===== src/rtl/emem_pkg.sv =====
package emem_pkg;

  // Action taken by the edge memory in one clock cycle.
  typedef enum logic [1:0] {
    OP_HOLD = 2'd0,  // disabled: keep state and output
    OP_LOAD = 2'd1,  // regenerative: forward and record
    OP_PICK = 2'd2   // stalled: replay a stored bit
  } emem_op_e;

endpackage


===== src/rtl/emem_idx_wrap.sv =====
module emem_idx_wrap #(
  parameter int DEPTH = 32,
  parameter int IDX_W = $clog2(DEPTH)
) (
  input  logic             clk,
  input  logic             rst,
  input  logic [IDX_W-1:0] raw_idx,
  output logic [IDX_W-1:0] idx
);

  localparam logic [IDX_W:0] DEPTH_V = (IDX_W + 1)'(DEPTH);

  generate
    if ((1 << IDX_W) == DEPTH) begin : g_pow2
      assign idx = raw_idx;
    end else begin : g_fold
      // raw_idx is below 2*DEPTH, so one subtraction is enough
      always_comb begin
        if ({1'b0, raw_idx} >= DEPTH_V) idx = raw_idx - DEPTH_V[IDX_W-1:0];
        else                            idx = raw_idx;
      end
    end
  endgenerate

  // the folded index always selects an existing entry
  a_r5_idx_in_range: assert property (@(posedge clk) disable iff (rst)
    {1'b0, idx} < DEPTH_V);

endmodule


===== src/rtl/emem_history.sv =====
module emem_history #(
  parameter int DEPTH = 32,
  parameter int IDX_W = $clog2(DEPTH)
) (
  input  logic             clk,
  input  logic             rst,
  input  logic             push,
  input  logic             din,
  input  logic [IDX_W-1:0] rd_idx,
  output logic             rd_bit
);

  logic [DEPTH-1:0] cells;

  generate
    for (genvar k = 0; k < DEPTH; k++) begin : g_cell
      localparam logic INIT = 1'(k % 2);
      if (k == 0) begin : g_head
        always_ff @(posedge clk) begin
          if (rst)       cells[k] <= INIT;
          else if (push) cells[k] <= din;
        end
      end else begin : g_body
        always_ff @(posedge clk) begin
          if (rst)       cells[k] <= INIT;
          else if (push) cells[k] <= cells[k-1];
        end
      end
    end
  endgenerate

  assign rd_bit = cells[rd_idx];

  // the pushed bit lands in the newest slot
  a_r3_newest_slot: assert property (@(posedge clk) disable iff (rst)
    push |=> cells[0] == $past(din));

  // entries age by one slot per push
  a_r3_age_one_slot: assert property (@(posedge clk) disable iff (rst)
    push |=> cells[DEPTH-1:1] == $past(cells[DEPTH-2:0]));

  // without a push the history is frozen
  a_r6_history_frozen: assert property (@(posedge clk) disable iff (rst)
    !push |=> $stable(cells));

endmodule


===== src/rtl/emem_out_reg.sv =====
module emem_out_reg
  import emem_pkg::*;
(
  input  logic     clk,
  input  logic     rst,
  input  emem_op_e op,
  input  logic     live_bit,
  input  logic     replay_bit,
  output logic     q
);

  always_ff @(posedge clk) begin
    if (rst) begin
      q <= 1'b0;
    end else begin
      unique case (op)
        OP_LOAD: q <= live_bit;
        OP_PICK: q <= replay_bit;
        default: q <= q;
      endcase
    end
  end

  // a regenerative bit is forwarded
  a_r2_forward_live: assert property (@(posedge clk) disable iff (rst)
    op == OP_LOAD |=> q == $past(live_bit));

  // a stall replays the addressed history bit
  a_r4_replay_history: assert property (@(posedge clk) disable iff (rst)
    op == OP_PICK |=> q == $past(replay_bit));

  // disabled cycles keep the output
  a_r6_output_held: assert property (@(posedge clk) disable iff (rst)
    op == OP_HOLD |=> $stable(q));

endmodule


===== src/rtl/stoch_edge_mem.sv =====
module stoch_edge_mem
  import emem_pkg::*;
#(
  parameter int DEPTH = 32,
  parameter int IDX_W = $clog2(DEPTH)
) (
  input  logic             clk,
  input  logic             rst,
  input  logic             en,
  input  logic             bit_in,
  input  logic             regen,
  input  logic [IDX_W-1:0] rand_idx,
  output logic             bit_out
);

  emem_op_e         op;
  logic [IDX_W-1:0] idx;
  logic             hist_bit;

  always_comb begin
    if (!en)       op = OP_HOLD;
    else if (regen) op = OP_LOAD;
    else           op = OP_PICK;
  end

  emem_idx_wrap #(.DEPTH(DEPTH), .IDX_W(IDX_W)) u_wrap (
    .clk     (clk),
    .rst     (rst),
    .raw_idx (rand_idx),
    .idx     (idx)
  );

  emem_history #(.DEPTH(DEPTH), .IDX_W(IDX_W)) u_hist (
    .clk    (clk),
    .rst    (rst),
    .push   (op == OP_LOAD),
    .din    (bit_in),
    .rd_idx (idx),
    .rd_bit (hist_bit)
  );

  emem_out_reg u_out (
    .clk        (clk),
    .rst        (rst),
    .op         (op),
    .live_bit   (bit_in),
    .replay_bit (hist_bit),
    .q          (bit_out)
  );

  // port-level check that a disabled cycle leaves the output alone
  a_r6_port_hold: assert property (@(posedge clk) disable iff (rst)
    !en |=> bit_out == $past(bit_out));

endmodule


===== config.mk =====
export PLATFORM = sky130hd
export DESIGN_NAME = stoch_edge_mem
export DESIGN_NICKNAME = d
export VERILOG_FILES = /design/src/rtl/emem_pkg.sv /design/src/rtl/emem_idx_wrap.sv /design/src/rtl/emem_history.sv /design/src/rtl/emem_out_reg.sv /design/src/rtl/stoch_edge_mem.sv
export SDC_FILE = /design/constraint.sdc
export NUM_CORES = 1
export LEC_CHECK = 0
export BUFFER_PORTS_ARGS = -buffer_cell sky130_fd_sc_hd__buf_2
export CAP_MARGIN = 0
export CORE_MARGIN = 5
export CORE_UTILIZATION = 50
export DETAILED_ROUTE_END_ITERATION = 8
export GPL_TIMING_DRIVEN = 1
export PLACE_DENSITY = 0.68
export SETUP_SLACK_MARGIN = 0.5
export SYNTH_ARGS = -nofsm -noshare
export SYNTH_HDL_FRONTEND = slang
export SYNTH_HIERARCHICAL = 1
export SYNTH_SLANG_ARGS = --single-unit

===== constraint.sdc =====
create_clock -name clk -period 2.1 [get_ports clk]
set_input_delay 0.315 -clock clk [delete_from_list [all_inputs] [get_ports clk]]
set_output_delay 0.315 -clock clk [all_outputs]
set_load 0.02 [all_outputs]

-- After elaboration in Yosys (flattened, before gate mapping)
Cells that the tools add are included.
Widths: inputs -> output; s select.
- muxes and demuxes: 5
- $lt $le $gt $ge: 1
- reduce and logical (&&, ||, !) cells: 1
- eq/ne operators: 2
- operators by type and width (cell ; number):
    $lt 5x6->1 const B ; 1
    $bmux 1 s5 ; 1
    $mux 2 ; 2
    $eq 2x1->1 const B ; 1
    $eq 2x2->1 const B ; 1
    $pmux 1 s2 ; 1
    $reduce_bool 2->1 ; 1
    $mux 1 ; 1
- input bits: 10
- logic and storage cells: 42
- register bits: 33
- output and inout port bits: 1

-- Logic depth before layout (Yosys ltp)
Gate-level depths: netlist (run 1).
- depth in word-level cells: 4
- gate-level depth with buffers: 10

-- Cells and area by module
The synthesis (run 1) kept the hierarchy.
- modules (own cells, without submodules) (module ; times used ; cells each ; area each (um^2) ; seq. area each (um^2)):
    emem_history ; 1 ; 145 ; 1460.2 ; 640.6
    emem_out_reg ; 1 ; 7 ; 68.8 ; 20.0
    emem_idx_wrap ; 1 ; 5 ; 37.5 ; 0.0
    stoch_edge_mem ; 1 ; 2 ; 16.3 ; 0.0

-- Least setup slack after synthesis (run 1)
Ideal clock, no wire load.
- path type: input to register
- start point: input port rand_idx[1]
- end point: register u_out.q
- arrival: 1512 ps
- buffers on the path: 3
- path slack: 466 ps
- setup time: 123 ps
- stages: 10
- cells stage by stage: buf_4 -> buf_6 -> buf_12 -> mux2i_1 -> a22oi_1 -> nand3_1 -> nand2_1 -> a311o_1 -> mux2i_1 -> a211oi_2
- word-level cells in the longest chain between the ends: 3
- ends and longest elaborated chain (item ; RTL line ; RTL):
    start: declaration ; stoch_edge_mem.sv:12 ; input logic [IDX_W-1:0] rand_idx,
    $bmux 1 s5 ; emem_history.sv:32 ; assign rd_bit = cells[rd_idx];
    $mux 1 (implied by the code) ; emem_history.sv:32 ;
    net hist_bit ; stoch_edge_mem.sv:18 ; logic hist_bit;
    $pmux 1 s2 ; emem_out_reg.sv:16 ; unique case (op)
    end signal: assignment ; emem_out_reg.sv:17 ; OP_LOAD: q <= live_bit;
    end signal: assignment ; emem_out_reg.sv:18 ; OP_PICK: q <= replay_bit;
    end signal: assignment ; emem_out_reg.sv:19 ; default: q <= q;
    end: declaration ; emem_out_reg.sv:9 ; output logic q
The timed path passes the listed nets, and every way through them passes these cells. The select of a mux whose other input is x is not followed.
A chain may end at the register's enable or synchronous reset.

-- Worst setup path in the final report (run 1)
- start point: register u_hist.cells[19]
- end point: register u_out.q
- word-level cells in the longest chain between the ends: 3
- ends and longest elaborated chain (item ; RTL line ; RTL):
    start: declaration ; emem_history.sv:13 ; logic [DEPTH-1:0] cells;
    start signal: indexed assignment ; emem_history.sv:26 ; else if (push) cells[k] <= cells[k-1];
    $bmux 1 s5 ; emem_history.sv:32 ;
    $mux 1 (implied by the code) ; emem_history.sv:32 ;
    net hist_bit ; stoch_edge_mem.sv:18 ;
    $pmux 1 s2 ; emem_out_reg.sv:16 ;
The timed path passes the listed nets, and every way through them passes these cells. The select of a mux whose other input is x is not followed.

==> key figures, run 1 <==
Clock network
  • Clock tree sinks: 33
  • CTS buffer count: 5
  • Register clock-pin slew on the reported worst setup and hold paths: 0.10 ns
  • Root buf cell: sky130_fd_sc_hd__clkbuf_4
  • H-tree Lvls: 2
  • Source-to-sink clock delay at the later pin of the worst-skew pair: roughly 0.33 ns
  • Hold buffers post-CTS: 0
  • Number of buffers between clock root and the deepest sink: 2
  • CTS tree: built

Synthesis
  • Cell area after technology mapping: 1580 um2
  • Largest cells by area after synthesis: sky130_fd_sc_hd__dfxtp_1 (42%), sky130_fd_sc_hd__mux2i_1 (21%), sky130_fd_sc_hd__a211o_1 (8.9%)
  • Proportion of netlist area held by the largest area contributor: a little over two fifths
  • Post-Synthesis Mean Instance Area: 9.95 um2
  • Number of standard cells after synthesis: 159
  • Number of warnings reported in the yosys synthesis log: 6
  • Flip-flop and latch count after synthesis: 33
  • Distinct cell type count after synthesis: 26
  • Cell type with the highest aggregate area in the netlist: sky130_fd_sc_hd__dfxtp_1
  • Post-Syn Nets: 170
  • Register area share after synthesis: 41.7%

GRT
  • Vias in the first global route: 1058
  • Maximum number of pins on one net before global-route repair: 49
  • Initial antenna violation count: 0
  • Final global-route overflow total: 0
  • GRT Total Usage: 14.2%
  • First-pass GRT wire length: 4.75 mm

Worst setup path
  • Worst path max stage delay: 0.34 ns
  • Ordered cell list for the critical path: mux2i_1 > a22oi_1 > nand4b_1 > a21oi_1 > a311o_1 > mux2i_1 > a211oi_2
  • Startpoint Class: flop
  • CP endpoint kind: flop
  • Slowest cell on crit path: sky130_fd_sc_hd__dfxtp_2
  • CP Class: flop to flop
  • Required time at the endpoint of the critical path: 2.30 ns
  • Register-to-register path setup slack: just under 0.7 ns
  • Largest fanout of any net on the critical path: 3
  • Cell repeated most along the worst path: sky130_fd_sc_hd__mux2i_1
  • Worst Path Arrival: 1.62 ns

Timing
  • Fmax: between 0.7 and 0.8 GHz
  • Max Slew Vio Count: 0
  • Final Skew: between 0.006 and 0.007 ns
  • Worst slew pin tran: around 0.58 ns
  • Final total negative setup slack: 0 ns
  • Final period util: 67.5%
  • Setup repair after global routing missed its margin: no
  • Final setup violation count: 0
  • Minimum clock period: 1.42 ns
  • Worst slew margin relative to its limit: ~60%
  • Smallest hold slack: 0.250 ns
  • Final hold viol count: 0

Detailed routing
  • Drt initial violations: 42
  • Post-detailed-route DRC marker count: 0
  • Detail-routed net length per standard cell: 12.7 um
  • Drt total wl: 2.64 mm
  • Vias after detailed routing: 1098
  • Length of the first detailed-routing pass in iterations: 4
  • Routed Antenna Nets: 0
  • Via-to-Cell Ratio: between 5 and 6

Outcome
  • Status: complete, no violations

Place
  • Final weighted congestion of routability-driven global placement: 0.780
  • Port-buffer cells: 10
  • Dpl hpwl: 1.83 mm
  • Post-DP Area: 1610 um2

Finish
  • Total Nets Final: ~170
  • Final std cell area, no fill: 1670 um2
  • Most frequent standard cell in the layout excluding fill and tap cells: sky130_fd_sc_hd__mux2i_1
  • Fill cells: between 300 and 400
  • Count of antenna diodes in the layout: 0
  • Post-layout util: 54.5%
  • Share of post-route cells with drive strength above 1: 14.0%
  • Area growth from synthesis to layout: 5.22%
  • Leading cell types in the layout, fill and taps excluded: sky130_fd_sc_hd__mux2i_1 (33), sky130_fd_sc_hd__dfxtp_1 (32), sky130_fd_sc_hd__nor2b_1 (18)

Floorplanning
  • Area of the core: 3050 um2
  • Die extent in x: 66.3 um
  • Initial standard-cell utilization of the core: 51.8%
  • Die height: 66.3 um
  • Number of placement rows: 20
  • Number of top-level pins: 11
  • Die area: between 4000 and 5000 um2

Worst hold path
  • Class of the most critical hold timing path: input port to flop

Power and ir drop
  • Worst IR Drop VDD: 0.381 mV
  • Total power draw: ~0.0012 W
  • Leakage power summed over all cells: 0.705 nW
  • Power density of the placed cells: 730 nW/um2

Job
  • Max cap viols: 0
synthesized netlist by cell type:
cell,number
sky130_fd_sc_hd__a211o_1,16
sky130_fd_sc_hd__ha_1,1
sky130_fd_sc_hd__nand3_1,2
sky130_fd_sc_hd__a311o_1,1
sky130_fd_sc_hd__nor2_1,17
sky130_fd_sc_hd__and2_1,1
sky130_fd_sc_hd__a21oi_1,3
sky130_fd_sc_hd__buf_1,1
sky130_fd_sc_hd__and2b_2,1
sky130_fd_sc_hd__buf_6,1
sky130_fd_sc_hd__nand4b_1,1
sky130_fd_sc_hd__and2b_1,1
sky130_fd_sc_hd__a22oi_1,4
sky130_fd_sc_hd__buf_4,5
sky130_fd_sc_hd__dfxtp_1,33
sky130_fd_sc_hd__inv_1,2
sky130_fd_sc_hd__mux2i_1,33
sky130_fd_sc_hd__a211oi_1,1
sky130_fd_sc_hd__a211oi_2,1
sky130_fd_sc_hd__buf_12,1
sky130_fd_sc_hd__and2_2,1
sky130_fd_sc_hd__nor2b_1,18
sky130_fd_sc_hd__nand2b_1,1
sky130_fd_sc_hd__clkbuf_1,4
sky130_fd_sc_hd__buf_2,3
sky130_fd_sc_hd__nand2_1,6
state kept, by name (all words and copies together), names as in the netlist:
register and cells:
u_hist/cells 32, u_out/q 1
kinds of logic (layout without fill, tap and decap cells):
family	count (synthesis)	after routing	synth area share (%)
buf+inv	17	22	6.96
flops	33	33	41.7
compound gates	26	26	13.6
fa+ha+maj	1	1	0.790
simple gates	49	49	16.0
mux	33	33	20.9
through the flow:
step,std cells,setup slack (ns)
after floorplan,159,0.475
after global routing,208,0.506
after global placement,200,0.372
after CTS,208,0.667
final,208,0.681
after detailed placement,200,0.336
worst max-delay path, delay by kind of cell (launching register included):
family,cells,cell delay [ns]
AOI/OAI and AO/OA,4,0.56
DFF,1,0.34
muxes,2,0.30
and+or+nand+nor,1,0.10
layer usage:
layer | track usage, % | share of wire, %
met2 | 22.9 | 48
met1 | 16.6 | 47
met4 | 6.85 | 2.0
met3 | 5.10 | 2.8
met5 | 0 | 0
power breakdown:
part           internal, W  switching [W]  total, W  leakage [nW]
registers         0.000672      0.0000335  0.000705         0.273
logic            0.0000908      0.0000878  0.000179         0.400
clock network     0.000127       0.000204  0.000331        0.0320
worst paths after layout:
| path | start | end | depth (start not counted) |
|---|---|---|---|
| worst min-delay path | bit_in | u_hist/cells[0] | 3 |
| worst max register to register | u_hist/cells[19] | u_out/q | 7 |
| worst max-delay path | u_hist/cells[19] | u_out/q | 7 |
| worst min register to register | u_hist/cells[18] | u_hist/cells[19] | 1 |
area by class of cell:
class	count	area [um2]	share of cell area [%]
clock buffers	6	41.3	2.48
clock inverters	2	10.0	0.601
inverters	2	7.51	0.451
multi-input cells	109	812	48.8
flip-flops and latches	33	662	39.7
well taps	44	55.1	3.31
repair buffers	12	77.6	4.66
repair_timing:
action	CTS	global route
buffers inserted	0	0
setup endpoints to repair	0	1
resized for setup	0	1
No activity file was read; power rests on OpenSTA's default activity.
==> run 2, diff against run 1 <==
--- a/config.mk
+++ b/config.mk
@@ -11,7 +11,7 @@
 export CORE_UTILIZATION = 50
 export DETAILED_ROUTE_END_ITERATION = 8
 export GPL_TIMING_DRIVEN = 1
-export PLACE_DENSITY = 0.68
+export PLACE_DENSITY = 0.71
 export SETUP_SLACK_MARGIN = 0.5
 export SYNTH_ARGS = -nofsm -noshare
 export SYNTH_HDL_FRONTEND = slang
==> constraint.sdc (replaced) <==
create_clock -name clk -period 1.1 [get_ports clk]
set_input_delay 0.165 -clock clk [delete_from_list [all_inputs] [get_ports clk]]
set_output_delay 0.165 -clock clk [all_outputs]
set_load 0.02 [all_outputs]
==> run 2 against run 1 <==
The flow now finishes with violations (negative setup slack). Critical path type unchanged. Clock power up 130%. Core utilization up 21 points. Fmax down 1.5%. Sequential power up 93%. Highest routed layer unchanged.
==> key figures, run 2 (synthesized netlist as in run 1, its figures left out) <==
Clock network
  • CTS tree: built
  • CTS buffer count: 5 (unchanged)
  • Root buf cell: sky130_fd_sc_hd__clkbuf_4
  • Clock tree sinks: 33 (unchanged)
  • Register clock-pin slew on the reported worst setup and hold paths: 0.10 ns (about the same)
  • Hold buffers post-CTS: 0 (unchanged)
  • Number of buffers between clock root and the deepest sink: 2 (unchanged)
  • H-tree Lvls: 2 (unchanged)
  • Source-to-sink clock delay at the later pin of the worst-skew pair: 0.34 ns (about the same)

Timing
  • Setup repair after global routing missed its margin: yes
  • Final period util: 131% (+63 points)
  • Final Skew: 0.00662 ns (+0.000584 ns)
  • Worst slew pin tran: 0.621 ns (+0.0384 ns)
  • Fmax: 0.694 GHz (-1.5%)
  • Worst slew margin relative to its limit: 58.6% (-2.6 points)
  • Final setup violation count: 1 (+1)
  • Minimum clock period: 1.44 ns (+0.0219 ns)
  • Minimum setup slack in the final design: -0.340 ns (-1.02 ns)
  • Max Slew Vio Count: 0 (unchanged)
  • Final hold viol count: 0 (unchanged)

Worst setup path
  • Timing endpoint of the critical path: u_out/q
  • Largest fanout of any net on the critical path: 2 (-1)
  • Worst Path Arrival: 1.65 ns (+0.03 ns)
  • Register-to-register path setup slack: -0.34 ns (-1.02 ns)
  • CP Class: flop to flop
  • Reg2reg path depth: 7 (unchanged)
  • Required time at the endpoint of the critical path: 1.31 ns (-0.99 ns)
  • Critical Path Source: u_hist/cells[23]
  • Startpoint Class: flop
  • CP endpoint kind: flop
  • Startpoint of the lowest-slack register-to-register path: u_hist/cells[23]
  • Reg-to-Reg End: u_out/q

Detailed routing
  • Drt initial violations: 65 (+55%)
  • Drt total wl: 3.72 mm (+41%)
  • Routed Antenna Nets: 0 (unchanged)
  • Post-detailed-route DRC marker count: 0 (unchanged)
  • Via-to-Cell Ratio: 5.12 (-3.0%)
  • Length of the first detailed-routing pass in iterations: 4 (unchanged)
  • Vias after detailed routing: 1280 (+17%)
  • Detail-routed net length per standard cell: 14.9 um (+17%)

GRT
  • GRT Total Usage: 16.8% (+2.6 points)
  • First-pass GRT wire length: 5.66 mm (+19%)
  • Maximum number of pins on one net before global-route repair: 49 (unchanged)
  • Final global-route overflow total: 0 (unchanged)
  • Initial antenna violation count: 0 (unchanged)
  • Vias in the first global route: 1354 (+28%)

Power and ir drop
  • Total power draw: 0.00280 W (+130%)
  • Power density of the placed cells: 1210 nW/um2 (+66%)
  • Leakage power summed over all cells: 1.09 nW (+55%)
  • Worst IR Drop VDD: 0.740 mV (+94%)

Outcome
  • Status: finished with violations
  • Failing checks: negative setup slack

Finish
  • Area growth from synthesis to layout: 46.5%
  • Registers with the highest flip-flop counts: u_hist/cells x32, u_out/q x1
  • Largest register FFs: 32 (unchanged)
  • Share of post-route cells with drive strength above 1: 52.4% (+38 points)
  • Total Nets Final: 216 (+24%)
  • Register bank with the most flops: u_hist/cells
  • Count of antenna diodes in the layout: 0 (unchanged)
  • Leading cell types in the layout, fill and taps excluded: sky130_fd_sc_hd__mux2i_1 (32), sky130_fd_sc_hd__buf_6 (32), sky130_fd_sc_hd__dfxtp_2 (29)
  • Number of cells in the finished layout apart from fillers: 250 (+20%)
  • Final std cell area, no fill: 2320 um2 (+39%)
  • Fill cells: 203 (-34%)

Place
  • Final weighted congestion of routability-driven global placement: 0.821 (+5.2%)
  • Post-DP Area: 1910 um2 (+18%)
  • Post-Place Cells: 236 (+18%)
  • Port-buffer cells: 10 (unchanged)
  • Dpl hpwl: 2.21 mm (+21%)

Floorplanning
  • Initial standard-cell utilization of the core: 51.8% (unchanged)
  • Die extent in x: 66.3 um (unchanged)
  • Die height: 66.3 um (unchanged)
  • Die area: 4390 um2 (unchanged)
  • Area of the core: 3050 um2 (unchanged)
  • Number of placement rows: 20 (unchanged)
  • Number of top-level pins: 11 (unchanged)

Job
  • Max cap viols: 0 (unchanged)

Worst hold path
  • Class of the most critical hold timing path: input port to flop
## run 2: timing repair
| item | 4_1_cts | 5_1_grt |
|---|---|---|
| cloned | 0 | 1 |
| pin swaps | 12 | 10 |
| setup buffers | 1 | 4 |
| endpoints found under the setup margin | 34 | 34 |
| resized for setup | 64 | 21 |
## run 2: area by class of cell
type	instances	area [um2]	area share, %
Clock buffer	7	65.1	2.81
Clock inverter	1	5.00	0.216
Inverter	2	7.51	0.324
Multi-Input combinational cell	109	923	39.8
Sequential cell	33	697	30.1
Tap cell	44	55.1	2.37
Timing Repair Buffer	54	566	24.4
## run 2: metrics by stage
step	utilization (%)	hold WS [ns]	setup WS (ns)	TNS (ns)
2_1_floorplan	-	0.230	-0.375	-0.375
3_3_place_gp	62.5	0.427	-0.459	-0.459
3_5_place_dp	62.5	0.438	-0.518	-0.530
4_1_cts	71.1	0.0751	-0.334	-0.334
5_1_grt	75.9	0.123	-0.456	-0.456
6_report	75.9	0.0882	-0.340	-0.340
## run 2: power by group
group / switching [W] / internal (W) / leakage (nW)
Sequential: 0.0000625 / 0.00130 / 0.274
Combinational: 0.000261 / 0.000407 / 0.774
Clock: 0.000406 / 0.000370 / 0.0413
## run 2: per-layer routing
layer	GRT usage [%]	share of wire, %
met1	17.9	44
met2	30.6	52
met3	4.25	2.8
met4	7.61	1.6
met5	0	0
## run 2: critical path, cell delays in order, from the launching register on
cell and delay [ns]:
sky130_fd_sc_hd__dfxtp_2 0.34, sky130_fd_sc_hd__mux2i_1 0.13, sky130_fd_sc_hd__a22oi_1 0.08, sky130_fd_sc_hd__nand4b_1 0.10
sky130_fd_sc_hd__a21oi_1 0.05, sky130_fd_sc_hd__a311o_1 0.32, sky130_fd_sc_hd__mux2i_1 0.19, sky130_fd_sc_hd__a211oi_2 0.10
## run 2: worst min-delay path by stage
stage               depth (start not counted)  slack [ns]         endpoint  startpoint
floorplan                                   1        0.23          u_out/q         rst
global placement                            3        0.43  u_hist/cells[0]      bit_in
detailed placement                          3        0.44  u_hist/cells[0]      bit_in
CTS                                         3        0.08  u_hist/cells[0]      bit_in
global route                                3        0.12  u_hist/cells[0]      bit_in
finish                                      3        0.09  u_hist/cells[0]      bit_in
